[src/rtl/sys_cfg_pkg.sv]
package sys_cfg_pkg;

    localparam int CFG_W = 8;

    // Field order is MSB first; neighbours decode these positions.
    typedef struct packed {
        logic wdt_fast;     // 7
        logic lvm_in_stop;  // 6
        logic lvm_rst_off;  // 5
        logic lvm_pwr_off;  // 4
        logic mode_5v;      // 3
        logic short_rec;    // 2
        logic stop_ok;      // 1
        logic wdt_off;      // 0
    } cfg_bits_t;

    // Value left after a general (non power-on) reset.
    function automatic cfg_bits_t after_sys_reset(cfg_bits_t cur);
        cfg_bits_t r;
        r         = '0;
        r.mode_5v = cur.mode_5v;
        return r;
    endfunction

endpackage

[src/rtl/sys_cfg_regs.sv]
module sys_cfg_regs
    import sys_cfg_pkg::*;
(
    input  logic                  clk,
    input  logic                  por_n,
    input  logic                  sys_rst,
    input  logic                  wr_en,
    input  logic [CFG_W-1:0]      wr_data,
    output cfg_bits_t             cfg_o,
    output logic                  lvm_stop_o
);

    typedef struct packed {
        cfg_bits_t cfg;
        logic      lvm_stop;
    } regs_state_t;

    regs_state_t s_d, s_q;

    always_comb begin
        s_d = s_q;
        if (sys_rst) begin
            s_d.cfg = after_sys_reset(s_q.cfg);
        end else if (wr_en) begin
            s_d.cfg = cfg_bits_t'(wr_data);
        end
        // Flop the combined enable so it cannot glitch while bits change.
        s_d.lvm_stop = s_d.cfg.lvm_in_stop & ~s_d.cfg.lvm_pwr_off;
    end

    always_ff @(posedge clk or negedge por_n) begin
        if (!por_n) begin
            s_q <= '0;
        end else begin
            s_q <= s_d;
        end
    end

    assign cfg_o      = s_q.cfg;
    assign lvm_stop_o = s_q.lvm_stop;

endmodule

[src/rtl/sys_recov_timer.sv]
module sys_recov_timer #(
    parameter int SHORT_CYC = 32,
    parameter int LONG_CYC  = 4096,
    localparam int CNT_W    = $clog2(LONG_CYC + 1)
) (
    input  logic clk,
    input  logic por_n,
    input  logic sys_rst,
    input  logic stop_active,
    input  logic wake,
    input  logic wake_lvr,
    input  logic short_sel,
    output logic done_o
);

    localparam logic [CNT_W-1:0] SHORT_N = CNT_W'(SHORT_CYC);
    localparam logic [CNT_W-1:0] LONG_N  = CNT_W'(LONG_CYC);

    typedef struct packed {
        logic             busy;
        logic             use_long;
        logic [CNT_W-1:0] cnt;
        logic             done;
    } tmr_state_t;

    tmr_state_t       s_d, s_q;
    logic [CNT_W-1:0] target;

    always_comb begin
        target = s_q.use_long ? LONG_N : SHORT_N;
        s_d      = s_q;
        s_d.done = 1'b0;
        if (sys_rst) begin
            s_d = '0;
        end else if (s_q.busy) begin
            if (s_q.cnt == target) begin
                s_d.busy = 1'b0;
                s_d.cnt  = '0;
                s_d.done = 1'b1;
            end else begin
                s_d.cnt = s_q.cnt + 1'b1;
            end
        end else if (stop_active && wake) begin
            // Length is fixed at the wake; low-voltage wakes force long.
            s_d.busy     = 1'b1;
            s_d.cnt      = CNT_W'(1);
            s_d.use_long = wake_lvr | ~short_sel;
        end
    end

    always_ff @(posedge clk or negedge por_n) begin
        if (!por_n) begin
            s_q <= '0;
        end else begin
            s_q <= s_d;
        end
    end

    assign done_o = s_q.done;

endmodule

[src/rtl/sys_wdt_sel.sv]
module sys_wdt_sel #(
    parameter int FAST_CYC = 8176,
    parameter int SLOW_CYC = 262128,
    parameter int W        = 18
) (
    input  logic         fast,
    output logic [W-1:0] timeout
);

    localparam logic [W-1:0] FAST_V = W'(FAST_CYC);
    localparam logic [W-1:0] SLOW_V = W'(SLOW_CYC);

    always_comb begin
        timeout = fast ? FAST_V : SLOW_V;
    end

endmodule

[src/rtl/sys_cfg_recov.sv]
module sys_cfg_recov
    import sys_cfg_pkg::*;
#(
    parameter int  SHORT_RECOV_CYC = 32,
    parameter int  LONG_RECOV_CYC  = 4096,
    parameter int  WDT_FAST_CYC    = 8176,
    parameter int  WDT_SLOW_CYC    = 262128,
    localparam int WDT_MAX         = (WDT_FAST_CYC > WDT_SLOW_CYC) ? WDT_FAST_CYC : WDT_SLOW_CYC,
    localparam int WDT_W           = $clog2(WDT_MAX + 1)
) (
    input  logic             clk,
    input  logic             por_n,
    input  logic             sys_rst,
    input  logic             wr_en,
    input  logic [7:0]       wr_data,
    input  logic             rd_en,
    output logic [7:0]       rd_data,
    input  logic             stop_active,
    input  logic             wake,
    input  logic             wake_lvr,
    output logic             wdt_rate_fast,
    output logic             lvm_stop_en,
    output logic             lvm_rst_dis,
    output logic             lvm_pwr_dis,
    output logic             mode_5v,
    output logic             stop_insn_en,
    output logic             wdt_dis,
    output logic [WDT_W-1:0] wdt_timeout,
    output logic             recov_done
);

    cfg_bits_t cfg;

    sys_cfg_regs u_regs (
        .clk        (clk),
        .por_n      (por_n),
        .sys_rst    (sys_rst),
        .wr_en      (wr_en),
        .wr_data    (wr_data),
        .cfg_o      (cfg),
        .lvm_stop_o (lvm_stop_en)
    );

    sys_recov_timer #(
        .SHORT_CYC (SHORT_RECOV_CYC),
        .LONG_CYC  (LONG_RECOV_CYC)
    ) u_timer (
        .clk         (clk),
        .por_n       (por_n),
        .sys_rst     (sys_rst),
        .stop_active (stop_active),
        .wake        (wake),
        .wake_lvr    (wake_lvr),
        .short_sel   (cfg.short_rec),
        .done_o      (recov_done)
    );

    sys_wdt_sel #(
        .FAST_CYC (WDT_FAST_CYC),
        .SLOW_CYC (WDT_SLOW_CYC),
        .W        (WDT_W)
    ) u_wdt (
        .fast    (cfg.wdt_fast),
        .timeout (wdt_timeout)
    );

    assign rd_data       = rd_en ? 8'(cfg) : 8'h00;
    assign wdt_rate_fast = cfg.wdt_fast;
    assign lvm_rst_dis   = cfg.lvm_rst_off;
    assign lvm_pwr_dis   = cfg.lvm_pwr_off;
    assign mode_5v       = cfg.mode_5v;
    assign stop_insn_en  = cfg.stop_ok;
    assign wdt_dis       = cfg.wdt_off;

endmodule

[config.mk]
export PLATFORM = sky130hd
export DESIGN_NAME = sys_cfg_recov
export DESIGN_NICKNAME = d
export VERILOG_FILES = /design/src/rtl/sys_cfg_pkg.sv /design/src/rtl/sys_cfg_regs.sv /design/src/rtl/sys_recov_timer.sv /design/src/rtl/sys_wdt_sel.sv /design/src/rtl/sys_cfg_recov.sv
export SDC_FILE = /design/constraint.sdc
export NUM_CORES = 1
export LEC_CHECK = 0
export CAP_MARGIN = 20
export CORE_UTILIZATION = 45
export DETAILED_ROUTE_END_ITERATION = 12
export PLACE_DENSITY = 0.84
export SLEW_MARGIN = 15
export SYNTH_ARGS = -nofsm -noshare
export SYNTH_HDL_FRONTEND = slang
export SYNTH_SLANG_ARGS = --single-unit
[constraint.sdc]
create_clock -name clk -period 2.19 [get_ports clk]
set_input_delay 0.438 -clock clk [delete_from_list [all_inputs] [get_ports clk]]
set_output_delay 0.438 -clock clk [all_outputs]
set_load 0.05 [all_outputs]
# Word-level counts from Yosys, hierarchy flattened
# Index checks and enable logic that the tools add are counted.
[totals]
reg_bits = 25
input_bits = 16
[classes]
reduce_logical = 6
n_eq_ne = 2
muxes = 14
bitwise_logic = 5
addsub = 1
[ops]
columns = ["operator", "n"]
rows = [
  ["13-bit two-way mux", 3],
  ["8-bit two-way mux", 3],
  ["18-bit two-way mux", 1],
  ["16-bit two-way mux", 1],
  ["15-bit two-way mux", 1],
  ["13-bit by 1-bit adder with 13-bit output, second input constant", 1],
  ["13-bit == test", 1],
  ["1-bit two-way mux", 5],
  ["2-bit AND reduction", 2],
  ["2-bit nonzero test", 2],
  ["1-bit inverter", 3],
  ["3-bit nonzero test", 1],
  ["2-bit != test, second input constant", 1],
  ["1-bit AND", 1],
  ["1-bit logical AND", 1],
  ["1-bit OR", 1],
]

# Longest topological paths before layout
# Gate-level depths: netlist of run 1.
[logic_depth]
word_depth = 5
mapped_depth = 6
mapped_depth_nobuf = 6

# Cells and area by module
# Synthesis of run 1 repeated with hierarchy kept, for this count alone.
[hier_totals]
cells_unflattened = 162
hier_area_um2 = 1552.7
[modules_own_cells]
columns = ["mod", "area_each_um2", "cells_each", "instances", "seq_area_each_um2"]
rows = [
  ["sys_recov_timer", 967.2, 104, 1, 400.4],
  ["sys_cfg_regs", 396.6, 30, 1, 225.2],
  ["sys_wdt_sel", 138.9, 20, 1, 0.0],
  ["sys_cfg_recov", 50.0, 8, 1, 0.0],
]

# Worst setup path before layout of run 1
# Ideal clock, no wire load.
[synth_path]
path_kind = "reg2out"
from = "reg u_regs.s_q, in the netlist u_regs.cfg_o[7]"
to = "out wdt_timeout[14]"
t_arrival_ns = 1.317
path_stages_with_launch = 3
setup_slack_ns = 0.435
path_cell_list = "dfrtp_1 -> inv_1 -> buf_4"
[synth_via]
elab_chain_cells = 1
[synth_rtl]
columns = ["item", "line_no", "rtl"]
rows = [
  ["from (decl)", "sys_cfg_regs.sv:18", "regs_state_t s_d, s_q;"],
  ["from (signal assigned)", "sys_cfg_regs.sv:33", "s_q <= '0;"],
  ["from (signal assigned)", "sys_cfg_regs.sv:35", "s_q <= s_d;"],
  ["18-bit two-way mux", "sys_wdt_sel.sv:14", "timeout = fast ? FAST_V : SLOW_V;"],
  ["to (decl)", "sys_cfg_recov.sv:28", "output logic [WDT_W-1:0] wdt_timeout,"],
]
# Every way passes these cells.

# Worst setup path in the final report of run 1
[layout_path]
from = "reg u_regs.s_q, in the netlist u_regs.cfg_o[7]"
to = "out wdt_timeout[15]"
# The elaborated chain is that of the path after synthesis.

==> results.cfg, run 1 <==
[route]
drt-initial-drc-count = 51
drc = 0
via_per_inst = 5.44
drt_pass1_iterations = 4
finalWirelength_um = 3370
num_vias = 1289
ant_nets = 0
wire_per_inst_um = 14.2

[synth]
synthArstFlopShare_pct = 100
synth_commonest_cells = dfrtp_1, buf_4, nand2_1
ys_seq_area_share_pct = 42.8
ys_ff_latch = 25
avgSynthCellArea_um2 = 9.24
yosysTopAreaCell = dfrtp_1
synth.most_common_cell = dfrtp_1
yosys_warnings = 0
syn_inst = 158
synthTopCellsByArea = dfrtp_1, buf_4, mux2i_1
synth.distinct_cells = 42
synth_flop_cell = dfrtp_1
netlist_area_um2 = 1460
synth_top_cell_area_share_pct = 42.8
synth_edf_count = 0

[clock_network]
clk_pin_slew_worst_paths_ns = 0.14
clk_path_buf_depth = 2
clock_sinks = 25
clock-root-buffer = clkbuf_4
numCtsBuffers = 3
worstSkewPairLatency_ns = 0.32
htree_levels = 1
cts_tree = done

[timing]
hold_viol = 0
finalSetupTns_ns = 0
setup_viol = 0
period_share_pct = 97.0
drv_slew = 0
finClkSkew_ns = 0.0102
max_freq_mhz = 471
worst_slew_pin_slew_ns = 0.517
grt_setup_unrepaired = no
finalCriticalPeriod_ns = 2.12
relSlewSlack_pct = 65.5

[flow_run]
maxCapViolCount = 0

[global_routing]
grt_pass1_vias = 1168
grt_usage_pct = 20.5
grt_max_degree = 16
met3_usage_pct = 1.76
grt_use_met1_pct = 26.6
grt.busiest_layer = met2
gr-total-overflow = 0
grt_pass1_wl_um = 5350
grtUsageMet2_pct = 34.7
antenna_found_initial = 0

[floorplanning]
die_y_um = 59.0
die_w_um = 59.0
die_area_um2 = 3480
initial_utilization_pct = 47.4
rows = 20
core_area_um2 = 3080
io_pins = 50

[placement]
dp.final_hpwl_um = 2690
io_buffers = 36
place_congestion = 0.869

[setup_path]
arrival_ns = 1.69
r2r_start = u_timer.s_q[10]
start_kind = flip-flop
criticalPathCategory = reg2out
slowest_delay_ns = 0.82
cp_slowest_cell = clkdlybuf4s50_1
crit_family = buffers and inverters
cp.required_ns = 1.75
crit_buf_inv = 2
worst_setup_path_end_kind = output pin
path_cells = inv_1, clkdlybuf4s50_1
crit_fanout = 5
startpoint = u_regs.cfg_o[7]

[finish]
drive_above_1_share_pct = 13.0
postLayoutCoreUtil_pct = 62.4
syn_to_final_growth_pct = 31.5
n_antenna_cell = 0
fill_cells = 251
finalNetCount = 212
seqCellArea_um2 = 626
multiInputGateArea_um2 = 698

[power]
peakVddDrop_mv = 0.382
leakagePower_uw = 0.000841
powerDensity_nw_per_um2 = 520
power.total_uw = 998

[hold_path]
min_path_type = in2async

[outcome]
outcome = complete, no violations
## path summary, 6_finish.rpt
kind / endpoint / slack, ns / cells past startpoint
worst max-delay path: wdt_timeout[15] / 0.07 / 2
worst min-delay path: u_timer.s_q[6] / 0.42 / 2
worst max register to register: u_timer.s_q[1] / 0.30 / 4
worst min register to register: u_timer.s_q[14] / 0.54 / 1
max in group asynchronous: u_regs.cfg_o[0] / 1.57 / 2
min in group clk: u_timer.s_q[14] / 0.54 / 1
## metrics by stage
stage	hold WS [ns]	instance area, um2	instances	setup slack (ns)
detailed placement	0.521	1890	233	0.178
floorplan	0.142	1500	169	0.435
global placement	0.483	1890	233	0.188
finish	0.421	1920	237	0.0662
global route	0.448	1920	237	0.00415
CTS	0.429	1910	237	0.0284
## cells by family (layout without fill, tap and decap cells)
| kind of cell | count (synthesis) | after routing | share of synthesized area [%] |
|---|---|---|---|
| DFF | 25 | 25 | 42.8 |
| AOI/OAI and AO/OA | 21 | 21 | 11.4 |
| muxes | 7 | 7 | 4.80 |
| buffers and inverters | 29 | 53 | 12.2 |
| and+or+nand+nor | 72 | 72 | 26.6 |
| other | 2 | 13 | 0.514 |
| adders and majority gates | 2 | 2 | 1.71 |
## cell type report
cell class / count / share of cell area (%)
Clock buffer: 4 / 1.37
Timing Repair Buffer: 41 / 25.3
Inverter: 8 / 1.56
Tap cell: 44 / 2.87
Sequential cell: 25 / 32.6
Multi-Input combinational cell: 115 / 36.4
## where the power goes
group          internal, uW  switching (uW)
logic                   104             191
clock network          71.3             137
registers               478            15.5
total                   654             344
## state kept, by name, summed over array words and instances, names as in the netlist
signal	flops
u_regs.lvm_stop_o	1
u_regs.cfg_o	8
u_timer.s_q	15
u_timer.done_o	1
## layer usage
| layer | vias to the layer above | share of wire (%) | wire, um |
|---|---|---|---|
| li1 | 605 | - | - |
| met1 | 622 | 39 | 1330 |
| met2 | 54 | 55 | 1840 |
| met3 | 8 | 3.9 | 132 |
| met4 | 0 | 2.2 | 73 |
| met5 | - | 0 | 0 |
## repair_timing
item	in CTS	in global routing
setup endpoints to repair	0	5
setup buffers	0	0
hold buffers	0	0
gates resized for setup	0	3
## placed cells by master, fill, tap and decap left out, types with 2 or more instances in the layout
| master | netlist | routed |
|---|---|---|
| mux2i_1 | 7 | 7 |
| conb_1 | 2 | 13 |
| clkbuf_4 | 0 | 3 |
| and3_1 | 2 | 2 |
| o311ai_0 | 3 | 3 |
| and2_1 | 9 | 9 |
| dfrtp_1 | 25 | 25 |
| a31oi_1 | 3 | 3 |
| buf_12 | 0 | 8 |
| inv_1 | 8 | 8 |
| nor3_1 | 2 | 2 |
| nand3_1 | 12 | 12 |
| a22o_1 | 2 | 2 |
| or4_1 | 2 | 2 |
| nand4_1 | 3 | 3 |
| o22ai_1 | 2 | 2 |
| dlymetal6s2s_1 | 0 | 3 |
| nor2_1 | 10 | 10 |
| clkdlybuf4s50_1 | 0 | 25 |
| nor4_1 | 3 | 3 |
| ha_1 | 2 | 2 |
| buf_4 | 18 | 5 |
| nand2_1 | 18 | 18 |
| o211ai_1 | 2 | 2 |
(Power assumes the default switching activity.)
==> run 2: changes to the inputs <==
Settings changed: GPL_TIMING_DRIVEN set to 0.
==> run 2 against run 1 <==
  * Sequential cell count unchanged
  * Combinational power is 3% lower
  * Global-route usage shrank 2.1 points
  * Clock power is essentially flat
  * Core utilization about the same
  * First-iteration DRC count is 12% higher
  * Non-clock buffer count up 15
  * Largest power group unchanged
==> results.cfg, run 2 (synthesis gave the netlist of run 1 again) <==
[floorplanning]
die_w_um = 59.0
die_y_um = 59.0
initial_utilization_pct = 47.4
io_pins = 50
core_area_um2 = 3080
die_area_um2 = 3480
rows = 20

[placement]
place_congestion = 0.896
dp.final_hpwl_um = 2380
io_buffers = 35
place_area_um2 = 1910

[hold_path]
min_path_type = in2async

[finish]
n_antenna_cell = 0
finalNetCount = 227
drive_above_1_share_pct = 15.9
final_cell_area_um2 = 1920
regMostFlops = u_timer.s_q
syn_to_final_growth_pct = 31.4
fill_cells = 266
layout_commonest_cell = dfrtp_1
layout_common_cells = dfrtp_1, clkdlybuf4s50_1, nand2_1, buf_4, conb_1
largest_register_ffs = 15

[power]
powerDensity_nw_per_um2 = 516
leakagePower_uw = 0.000886
peakVddDrop_mv = 0.374
clockPowerShare_pct = 21.4
power_frac_seq_pct = 49.8
switching_share_pct = 34.8
power_frac_comb_pct = 28.8
p_sw_uw = 345
internal-power_uw = 646

[route]
drt_pass1_iterations = 4
num_vias = 1298
drc = 0
wire_per_inst_um = 12.5
ant_nets = 0
drt-initial-drc-count = 57
finalWirelength_um = 3150
via_per_inst = 5.15

[setup_path]
startpoint = rd_en
cp.required_ns = 1.75
crit_buf_inv = 2
path_cells = clkdlybuf4s50_1, and2_1, dlygate4sd2_1
crit_fanout = 8
start_kind = input pin
arrival_ns = 1.69
r2r_start = u_timer.s_q[1]
slowest_delay_ns = 0.57
criticalPathCategory = in2out
crit_family = buffers and inverters
cp_slowest_cell = clkdlybuf4s50_1
worst_setup_path_end_kind = output pin

[clock_network]
htree_levels = 1
numCtsBuffers = 3
clk_pin_slew_worst_paths_ns = 0.14
clock-root-buffer = clkbuf_4
clk_path_buf_depth = 2
clock_sinks = 25
postCtsSetupRepairBufs = 0
cts_tree = done
worstSkewPairLatency_ns = 0.32

[timing]
drv_slew = 0
setup_viol = 0
grt_setup_unrepaired = no
finClkSkew_ns = 0.00422
finalCriticalPeriod_ns = 2.12
hold_ws_ns = 0.0733
relSlewSlack_pct = 51.8
period_share_pct = 96.9
hold_viol = 0
max_freq_mhz = 471
worst_slew_pin_slew_ns = 0.718

[global_routing]
grt_max_degree = 26
grt_pass1_wl_um = 4830
antenna_found_initial = 0
gr-total-overflow = 0
grt_pass1_vias = 1079
grt_usage_pct = 18.4

[outcome]
outcome = complete, no violations

[flow_run]
maxCapViolCount = 0
-- run 2: path summary, 6_finish.rpt --
check / end / slack (ns) / depth (start not counted)
min in group clk: u_timer.s_q[14] / 0.51 / 1
worst min register to register: u_timer.s_q[14] / 0.51 / 1
worst min-delay path: u_timer.s_q[1] / 0.07 / 1
max in group asynchronous: u_timer.s_q[8] / 1.76 / 1
worst max-delay path: rd_data[4] / 0.07 / 3
worst max register to register: u_timer.s_q[11] / 0.30 / 5
-- run 2: area by class of cell --
class                           count  area [um2]  share of cell area (%)
Buffer                             21         148                    7.69
Inverter                            8        30.0                    1.56
Sequential cell                    25         626                    32.6
Clock buffer                        3        22.5                    1.17
Clock inverter                      1        7.51                   0.391
Tap cell                           44        55.1                    2.87
Multi-Input combinational cell    115         698                    36.4
Timing Repair Buffer               35         333                    17.3
-- run 2: through the flow --
step / utilization, % / total power, uW / std cells / setup WS, ns / setup TNS [ns]
6_report: 62.4 / 991 / 252 / 0.0669 / 0
5_1_grt: 62.4 / 1040 / 252 / 0.0191 / 0
4_1_cts: 62.4 / 1000 / 252 / 0.00525 / 0
3_5_place_dp: 62.0 / 797 / 248 / -0.206 / -1.59
3_3_place_gp: 62.0 / 793 / 248 / -0.204 / -1.57
2_1_floorplan: - / 703 / 169 / 0.435 / 0
-- run 2: repair_timing --
item                                   4_1_cts  5_1_grt
hold buffers                                 0        0
setup endpoints to repair                   12        1
resized for setup                           12        1
pin swaps                                    0        0
gates cloned                                 0        0
endpoints found under the hold margin        0        0
-- run 2: worst reg2reg max path: cells and delay by family, from the launching register on --
family                   cells  cell delay, ns
adder cells (fa/ha/maj)      1            0.24
flip-flops                   1            0.46
AND/OR/NAND/NOR              4            1.14
-- run 2: power groups by stage --
stage	Clock [uW]	Sequential [uW]	Combinational, uW
floorplan	0	529	174
global placement	0	501	292
CTS	220	493	288
detailed placement	0	502	295
finish	212	494	286
global route	238	496	304
-- run 2: routing by layer --
layer  GRT usage (%)  part of all wire, %  wire [um]
met3            1.32                  3.8        119
met1            26.0                   45       1420
met4            8.50                  1.6         51
met2            28.9                   50       1560
met5               0                    0          0
